**src/rtl/xtr_fmt_pkg.sv**
```systemverilog
package xtr_fmt_pkg;

    localparam int WORD_W = 32;
    localparam int LANES  = WORD_W / 8;

    // reserved control codes
    localparam logic [WORD_W-1:0] CODE_EOF    = 32'h8000_0000;
    localparam logic [WORD_W-1:0] CODE_PRUNE  = 32'h8000_0004;
    localparam logic [WORD_W-1:0] CODE_ABORT  = 32'h8000_0005;
    localparam logic [WORD_W-1:0] CODE_ESC    = 32'h8000_0006;
    localparam logic [WORD_W-1:0] CODE_NOTRDY = 32'h8000_0007;

    typedef enum logic [1:0] {
        PH_HDR,
        PH_DATA,
        PH_LIT,
        PH_EOF
    } phase_e;

    typedef struct packed {
        logic [WORD_W-1:0] data;
        logic              last;
        logic [1:0]        eof_n;
        logic              abort;
        logic              prune;
    } beat_t;

    function automatic logic is_reserved(input logic [WORD_W-1:0] w);
        return w[WORD_W-1:3] == CODE_EOF[WORD_W-1:3];
    endfunction

endpackage

```
**src/rtl/xtr_beat_fifo.sv**
```systemverilog
module xtr_beat_fifo
    import xtr_fmt_pkg::*;
#(
    parameter int DEPTH = 16
) (
    input  logic                     clk,
    input  logic                     rst_n,
    input  logic                     clr,
    input  logic                     push,
    input  beat_t                    push_beat,
    input  logic                     pop,
    output beat_t                    head,
    output logic                     empty,
    output logic                     full,
    output logic [$clog2(DEPTH):0]   count
);
    localparam int AW = (DEPTH > 1) ? $clog2(DEPTH) : 1;
    localparam int CW = $clog2(DEPTH) + 1;

    typedef struct packed {
        logic [AW-1:0] wptr;
        logic [AW-1:0] rptr;
        logic [CW-1:0] cnt;
    } fifo_st_t;

    fifo_st_t st_d, st_q;
    beat_t    mem [DEPTH];
    logic     do_push, do_pop;

    function automatic logic [AW-1:0] bump(input logic [AW-1:0] p);
        return (p == AW'(DEPTH - 1)) ? '0 : p + AW'(1);
    endfunction

    always_comb begin
        st_d    = st_q;
        do_push = push && (st_q.cnt != CW'(DEPTH)) && !clr;
        do_pop  = pop && (st_q.cnt != '0) && !clr;
        if (do_push) st_d.wptr = bump(st_q.wptr);
        if (do_pop)  st_d.rptr = bump(st_q.rptr);
        case ({do_push, do_pop})
            2'b10:   st_d.cnt = st_q.cnt + CW'(1);
            2'b01:   st_d.cnt = st_q.cnt - CW'(1);
            default: st_d.cnt = st_q.cnt;
        endcase
        if (clr) st_d = '0;
    end

    always_ff @(posedge clk) begin
        if (!rst_n) st_q <= '0;
        else        st_q <= st_d;
    end

    always_ff @(posedge clk) begin
        if (do_push) mem[st_q.wptr] <= push_beat;
    end

    assign head  = mem[st_q.rptr];
    assign empty = (st_q.cnt == '0);
    assign full  = (st_q.cnt == CW'(DEPTH));
    assign count = st_q.cnt;

endmodule

```
**src/rtl/xtr_lane_swap.sv**
```systemverilog
module xtr_lane_swap
    import xtr_fmt_pkg::*;
(
    input  logic              swap,
    input  logic [WORD_W-1:0] din,
    output logic [WORD_W-1:0] dout
);
    logic [WORD_W-1:0] rev;

    for (genvar g = 0; g < LANES; g++) begin : g_lane
        assign rev[8*g +: 8] = din[8*(LANES-1-g) +: 8];
    end

    assign dout = swap ? rev : din;

endmodule

```
**src/rtl/xtr_seq.sv**
```systemverilog
module xtr_seq
    import xtr_fmt_pkg::*;
#(
    parameter int HDR_WORDS = 9
) (
    input  logic                        clk,
    input  logic                        rst_n,
    input  logic                        clr,
    input  logic                        rd_en,
    input  logic                        empty,
    input  beat_t                       head,
    input  logic [WORD_W*HDR_WORDS-1:0] hdr_in,
    output logic                        pop,
    output logic [WORD_W-1:0]           seq_word,
    output logic                        busy
);
    localparam int IW = (HDR_WORDS > 1) ? $clog2(HDR_WORDS) : 1;
    localparam logic [IW-1:0] HDR_LAST = IW'(HDR_WORDS - 1);

    typedef struct packed {
        phase_e        phase;
        logic [IW-1:0] hdr_idx;
        logic [1:0]    eof_n;
    } seq_st_t;

    seq_st_t st_d, st_q;

    always_comb begin
        st_d     = st_q;
        pop      = 1'b0;
        seq_word = CODE_NOTRDY;
        case (st_q.phase)
            PH_HDR: begin
                if (!empty) begin
                    seq_word = hdr_in[WORD_W*st_q.hdr_idx +: WORD_W];
                    if (rd_en) begin
                        if (st_q.hdr_idx == HDR_LAST) begin
                            st_d.hdr_idx = '0;
                            st_d.phase   = PH_DATA;
                        end else begin
                            st_d.hdr_idx = st_q.hdr_idx + IW'(1);
                        end
                    end
                end
            end
            PH_DATA: begin
                if (!empty) begin
                    if (head.last && head.abort) begin
                        seq_word = CODE_ABORT;
                        if (rd_en) begin
                            pop        = 1'b1;
                            st_d.phase = PH_HDR;
                        end
                    end else if (head.last && head.prune) begin
                        seq_word = CODE_PRUNE;
                        if (rd_en) st_d.phase = PH_LIT;
                    end else if (is_reserved(head.data)) begin
                        seq_word = CODE_ESC;
                        if (rd_en) st_d.phase = PH_LIT;
                    end else begin
                        seq_word = head.data;
                        if (rd_en) begin
                            pop = 1'b1;
                            if (head.last) begin
                                st_d.phase = PH_EOF;
                                st_d.eof_n = head.eof_n;
                            end
                        end
                    end
                end
            end
            PH_LIT: begin
                if (!empty) begin
                    seq_word = head.data;
                    if (rd_en) begin
                        pop = 1'b1;
                        if (!head.last) begin
                            st_d.phase = PH_DATA;
                        end else if (head.prune) begin
                            st_d.phase = PH_HDR;
                        end else begin
                            st_d.phase = PH_EOF;
                            st_d.eof_n = head.eof_n;
                        end
                    end
                end
            end
            PH_EOF: begin
                seq_word = CODE_EOF | {30'd0, st_q.eof_n};
                if (rd_en) st_d.phase = PH_HDR;
            end
            default: st_d.phase = PH_HDR;
        endcase
        if (clr) begin
            st_d = '{phase: PH_HDR, hdr_idx: '0, eof_n: '0};
            pop  = 1'b0;
        end
    end

    always_ff @(posedge clk) begin
        if (!rst_n) st_q <= '{phase: PH_HDR, hdr_idx: '0, eof_n: '0};
        else        st_q <= st_d;
    end

    assign busy = (st_q.phase != PH_HDR) || (st_q.hdr_idx != '0);

endmodule

```
**src/rtl/xtr_word_formatter.sv**
```systemverilog
module xtr_word_formatter
    import xtr_fmt_pkg::*;
#(
    parameter int HDR_WORDS = 9,
    parameter int DEPTH     = 16
) (
    input  logic                   clk,
    input  logic                   rst_n,
    input  logic                   in_valid,
    output logic                   in_ready,
    input  logic [31:0]            in_data,
    input  logic [3:0]             in_be,
    input  logic                   in_last,
    input  logic                   in_abort,
    input  logic                   in_prune,
    input  logic [32*HDR_WORDS-1:0] hdr_in,
    input  logic                   cfg_swap,
    input  logic                   flush,
    input  logic                   rd_en,
    output logic [31:0]            rd_data,
    output logic                   data_present
);
    localparam int CW = $clog2(DEPTH) + 1;

    beat_t          in_beat, head;
    logic           fifo_empty, fifo_full, fifo_push, fifo_pop;
    logic [CW-1:0]  fifo_count;
    logic [2:0]     be_cnt;
    logic [31:0]    seq_word;
    logic           seq_busy;

    always_comb begin
        be_cnt = '0;
        for (int i = 0; i < LANES; i++) be_cnt = be_cnt + {2'b00, in_be[i]};
    end

    assign in_beat = '{data:  in_data,
                       last:  in_last,
                       eof_n: 2'(3'd4 - be_cnt),
                       abort: in_abort,
                       prune: in_prune};

    assign in_ready  = !fifo_full || flush;
    assign fifo_push = in_valid && !fifo_full && !flush;

    xtr_beat_fifo #(.DEPTH(DEPTH)) u_fifo (
        .clk       (clk),
        .rst_n     (rst_n),
        .clr       (flush),
        .push      (fifo_push),
        .push_beat (in_beat),
        .pop       (fifo_pop),
        .head      (head),
        .empty     (fifo_empty),
        .full      (fifo_full),
        .count     (fifo_count)
    );

    xtr_seq #(.HDR_WORDS(HDR_WORDS)) u_seq (
        .clk      (clk),
        .rst_n    (rst_n),
        .clr      (flush),
        .rd_en    (rd_en && !flush),
        .empty    (fifo_empty),
        .head     (head),
        .hdr_in   (hdr_in),
        .pop      (fifo_pop),
        .seq_word (seq_word),
        .busy     (seq_busy)
    );

    xtr_lane_swap u_swap (
        .swap (cfg_swap),
        .din  (seq_word),
        .dout (rd_data)
    );

    assign data_present = seq_busy || !fifo_empty;

endmodule

```
**config.mk**
```make
export PLATFORM = sky130hd
export DESIGN_NAME = xtr_word_formatter
export DESIGN_NICKNAME = d
export VERILOG_FILES = /design/src/rtl/xtr_fmt_pkg.sv /design/src/rtl/xtr_beat_fifo.sv /design/src/rtl/xtr_lane_swap.sv /design/src/rtl/xtr_seq.sv /design/src/rtl/xtr_word_formatter.sv
export SDC_FILE = /design/constraint.sdc
export NUM_CORES = 1
export LEC_CHECK = 0
export BUFFER_PORTS_ARGS = -buffer_cell sky130_fd_sc_hd__buf_2
export CAP_MARGIN = 40
export CELL_PAD_IN_SITES_DETAIL_PLACEMENT = 0
export CELL_PAD_IN_SITES_GLOBAL_PLACEMENT = 2
export CORE_MARGIN = 2
export CORE_UTILIZATION = 45
export CTS_BUF_LIST = sky130_fd_sc_hd__clkbuf_8
export DETAILED_ROUTE_END_ITERATION = 10
export PLACE_DENSITY_LB_ADDON = 0.25
export SYNTH_ARGS = -nofsm -noshare
export SYNTH_HDL_FRONTEND = slang
export SYNTH_HIERARCHICAL = 1
export SYNTH_SLANG_ARGS = --single-unit
```
**constraint.sdc**
```tcl
create_clock -name clk -period 6.08 [get_ports clk]
set_clock_uncertainty 0.1 [all_clocks]
set_input_delay 1.216 -clock clk [delete_from_list [all_inputs] [get_ports clk]]
set_output_delay 1.216 -clock clk [all_outputs]
set_load 0.02 [all_outputs]
```
# Word-level counts from Yosys, hierarchy flattened
# Memories as Yosys holds them, arrays and structs flattened. A register that Yosys moved wholly into a read port is not among the register bits.
# Cells that the tools add are included.
[op_classes] shift=1 mux=51 n_eq_ne=26 n_reduce_logical=26 n_bitwise=2 add_sub_neg=9
[ops] op="$shiftx 288x10->32" count=1
[ops] op="$mux 32" count=7
[ops] op="$pmux 32 s4" count=1
[ops] op="$mux 2" count=23
[ops] op="$eq 29x29->1 const B" count=1
[ops] op="$mux 4" count=5
[ops] op="$ne 2x2->1 const B" count=7
[ops] op="$add 4x1->4 const B" count=3
[ops] op="$eq 4x4->1 const B" count=3
[ops] op="$mux 6" count=2
[ops] op="$ne 2x1->1 const B" count=6
[ops] op="$reduce_and 11->1" count=1
[ops] op="$ne 5x1->1 const B" count=2
[ops] op="$pmux 5 s2" count=1
[ops] op="$logic_and 1x1->1" count=9
[ops] op="$mux 1" count=9
[ops] op="$pmux 2 s4" count=1
[ops] op="$reduce_and 8->1" count=1
[ops] op="$eq 2x2->1 const B" count=3
[ops] op="$reduce_bool 2->1" count=3
[ops] op="$add 5x1->5 const B" count=1
[ops] op="$eq 5x5->1 const B" count=1
[ops] op="$logic_not 5->1" count=1
[ops] op="$ne 5x5->1 const B" count=1
[ops] op="other kinds (15)" count=22
[totals] reg_bits=21 memories=1 output_inout_bits=34 mem_bits_rw=592
[memory_table] name="u_fifo.mem" words=16 width=37 read_ports=1 rd_clocked_by_memory_dff=1 write_ports=1 line="xtr_beat_fifo.sv:27" rtl="beat_t mem [DEPTH];"

# Depth between registers and ports, before layout
[logic_depth] ltp_word=13 depth_mapped=21 ltp_nobuf=17

# Modules after synthesis
# Netlist, hierarchy kept.
[by_module_without_submodules] mod="xtr_beat_fifo" area_each_um2=23211.0 cells_per_inst=1032 instances=1
[by_module_without_submodules] mod="xtr_seq" area_each_um2=3682.3 cells_per_inst=438 instances=1
[by_module_without_submodules] mod="xtr_lane_swap" area_each_um2=544.3 cells_per_inst=36 instances=1
[by_module_without_submodules] mod="xtr_word_formatter" area_each_um2=87.6 cells_per_inst=11 instances=1

# Worst setup path after synthesis
# Ideal clock, no wire load.
[synth_path] kind="register -> register" startpoint="register (tool-made name)" endpoint="register u_fifo.st_q (netlist bit u_fifo/count[4])" arrival_time_ns=4.267 path_stages_with_launch=22 path_slack_ns=1.591 n_path_buf=4 path_cell_list="dfxtp_1 clkbuf_1 buf_6 buf_4 mux4_2 a22oi_1 nand2_1 nor4b_1 nand4_1 o21ai_0 a21oi_1 o2111a_1 o21ai_2 nor2_1 ha_1 buf_2 xor2_1 ha_1 a21oi_1 o21ai_0 a32o_1 a311o_1"
[synth_rtl] element="end signal, assigned" line="xtr_beat_fifo.sv:50" rtl="else st_q <= st_d;"
[synth_rtl] element="end, declared" line="xtr_beat_fifo.sv:26" rtl="fifo_st_t st_d, st_q;"

==> out/results.env <==
GRT_START_MAX_NET_PINS=54
CTS_MAX_LEVEL=3
WORST_SLEW_MARGIN_REL_PCT=39.0
LAYOUT_WORST_PATH_CYCLE_SHARE_PCT=97.5
ROWS=90
NUM_IO_PINS=367
DETAIL_ROUTE.WL_PER_CELL_UM=28.9
TRITONCTS.NUM_BUFFERS=98
CTS_HOLD_BUFFERS=0
GRT_UTIL_MET3_PCT=4.49
OVERALL_POWER_OF_THE_COMPLETED_LAYOUT_mW=8.15
HOLDCRITPATHCLASS='flip-flop to flip-flop'
ANTENNA_FOUND_INITIAL=20
FINAL-SEQ-AREA_UM2=18300
NUMBER_OF_SEARCH_AND_REPAIR_ITERATIONS_IN_THE_FIRST_DETAILED_ROUTING_PASS=5
DIEAREA_UM2=63100
TIMING_HOLD_VIOLATIONS_FINAL=0
MAX_CAP_VIOLATIONS=0
PLACE.GP.CONGESTION=0.871
NUMPORTBUFFERS=366
ROUTE.DETAILED.DRC=0
DR_ITER_0_VIOLS=1628
POST-ROUTE-CELL-AREA_UM2=32200
CLK_ROOT_BUFFER_CELL='sky130_fd_sc_hd__clkbuf_8'
PLACEMENT.CELL_AREA_UM2=30400
CRIT_REQUIRED_NS=4.76
CTS_BUFFER_DEPTH=3
PLACE_HPWL_UM=54200
TIMING.FMAX_MHz=169
TRITONCTS_CLOCK_TREE='yes'
CTS_SINKS=617
RSZ_0062_RAISED_AFTER_GLOBAL_ROUTING='yes'
STARTPOINT_CLASS='flip-flop'
CLOCK_LATENCY_ON_THE_WORST_SKEW_PAIR_NS=0.68
WARNINGS_FROM_YOSYS=6
WORST_PATH_LARGEST_CELL_DELAY_NS=0.53
WIRE_LENGTH_OF_THE_FIRST_GLOBAL_ROUTING_PASS_UM=115000
CP_ARRIVAL_NS=4.61
LAYOUT.NETS=2291
CTS.CLK_SLEW.WORST_PATHS_NS=0.06
POST_ROUTE_CELLS_DRIVE_ABOVE_1_SHARE_PCT=40.1
FINAL_COMMON_CELL='sky130_fd_sc_hd__edfxtp_1'
MAX_SLEW_VIOLATION_TOTAL_FROM_THE_FINAL_REPORT=0
SYN-CELL-AREA_UM2=27500
FP.COREAREA_UM2=60400
IRDROPWORSTVDD_mV=0.179
DETAIL_ROUTE.WIRELENGTH_UM=81000
MOSTFREQUENTLAYOUTCELLS='sky130_fd_sc_hd__edfxtp_1, sky130_fd_sc_hd__buf_2, sky130_fd_sc_hd__mux4_2, sky130_fd_sc_hd__clkbuf_8, sky130_fd_sc_hd__inv_1'
GRTUSAGEMET2_PCT=43.2
TIMING.CRITICAL_PATH.CELLS='buf_16, buf_16, buf_4, mux4_2, a22oi_1, nand2_2, o21ai_4, o211ai_2, a21boi_2, buf_4, o2bb2ai_1, mux2_4, buf_2'
FLOORPLAN.DIE.WIDTH_UM=251
AREAGROWTHSYNTHTOFINISH_PCT=17.0
ROUTED-VIA-COUNT=16700
VIA_COUNT_OF_THE_FIRST_GLOBAL_ROUTING_PASS=17100
STATUS='completed'
HOLD_PATH.STARTPOINT='u_seq/st_q[1]'
POWER_PER_CELL_AREA_nW_PER_UM2=253
SLOWEST_STAGE='sky130_fd_sc_hd__mux4_2'
TIMING.FINAL.SETUP_VIOLATIONS=0
SYNTHESIS.AREA_PER_INSTANCE_UM2=18.2
GRT.BUSIEST_LAYER='met2'
TOTAL_ROUTING_USAGE_GR_PCT=25.5
SYNTH_CELLS=1512
TIMING.CRITICAL_PATH.TO_TYPE='primary output'
FINALWORSTPATHREQUIREDPERIOD_NS=5.93
MULTIINPUTGATEAREA_UM2=8470
DIE_HEIGHT_UM=251
INITIAL_CORE_UTIL_PCT=45.5
ANT_NETS=0
USE_MET1_PCT=32.8
P_LEAK_nW=11.0
PATH_MAX_FANOUT=29
CRITICALPATHCATEGORY='flip-flop to primary output'
SETUP-TNS-FINAL_NS=0
N_FILL_CELL=4925
OVERFLOW=0
POSTSYNTHNETCOUNT=1862
POST_DRT_VIA_CELL_RATIO=5.97
WORSTMARGINPINSLEW_NS=0.916
==> worst max-delay path: cells and delay by family, from the launching register on <==
kind	cells	cell delay, ns
simple gates	1	0.22
buf+inv	5	1.19
mux	2	0.78
flops	1	0.44
compound gates	5	1.25
==> where the power goes <==
part	internal, mW	total [mW]	switching [mW]
Clock	1.59	3.13	1.53
Combinational	0.154	0.348	0.194
Sequential	4.67	4.68	0.00266
Total	6.42	8.15	1.73
==> flip-flops by register name, summed over array words and instances, names as in the netlist, named ones only <==
register / cells
u_fifo/count: 5
u_fifo/mem: 592
u_fifo/st_q: 8
u_seq/st_q: 8
==> metal layers <==
layer,wire [um],vias to the layer above
met2,41000,770
li1,-,7163
met1,31700,8637
met5,30,-
met3,5970,123
met4,2350,4
==> worst paths after layout <==
check / end / slack [ns] / cells past startpoint
min reg2reg: u_seq/st_q[1] / 0.37 / 2
min: u_seq/st_q[1] / 0.37 / 2
max reg2reg: u_fifo/count[4] / 0.77 / 20
max: rd_data[14] / 0.15 / 13
==> repair_timing <==
action / in CTS / in global routing
gates resized for setup: 3 / 5
buffers inserted: 0 / 2
cloned: 1 / 0
setup endpoints to repair: 28 / 28
pin swaps: 0 / 2
==> stage by stage <==
step                utilization, %  instances  hold slack, ns  worst slack (ns)
global placement              50.1       2613           0.366             0.537
global route                  53.3       2796           0.416           -0.0396
floorplan                        -       1512           0.348              1.59
finish                        53.3       2798           0.372             0.151
CTS                           53.2       2784           0.375            0.0130
detailed placement            50.3       2620           0.368             0.565
==> final cells by class <==
cell class                 instances  share of cell area (%)
clock inverter                    63                   0.945
sequential                       617                    56.9
antenna                           12                  0.0933
clock buffer                     100                    4.28
inverter                          42                   0.490
multi-input combinational        745                    26.3
timing repair buffer             437                    7.97
tap                              782                    3.04
Power figures use the tool's default switching activity.
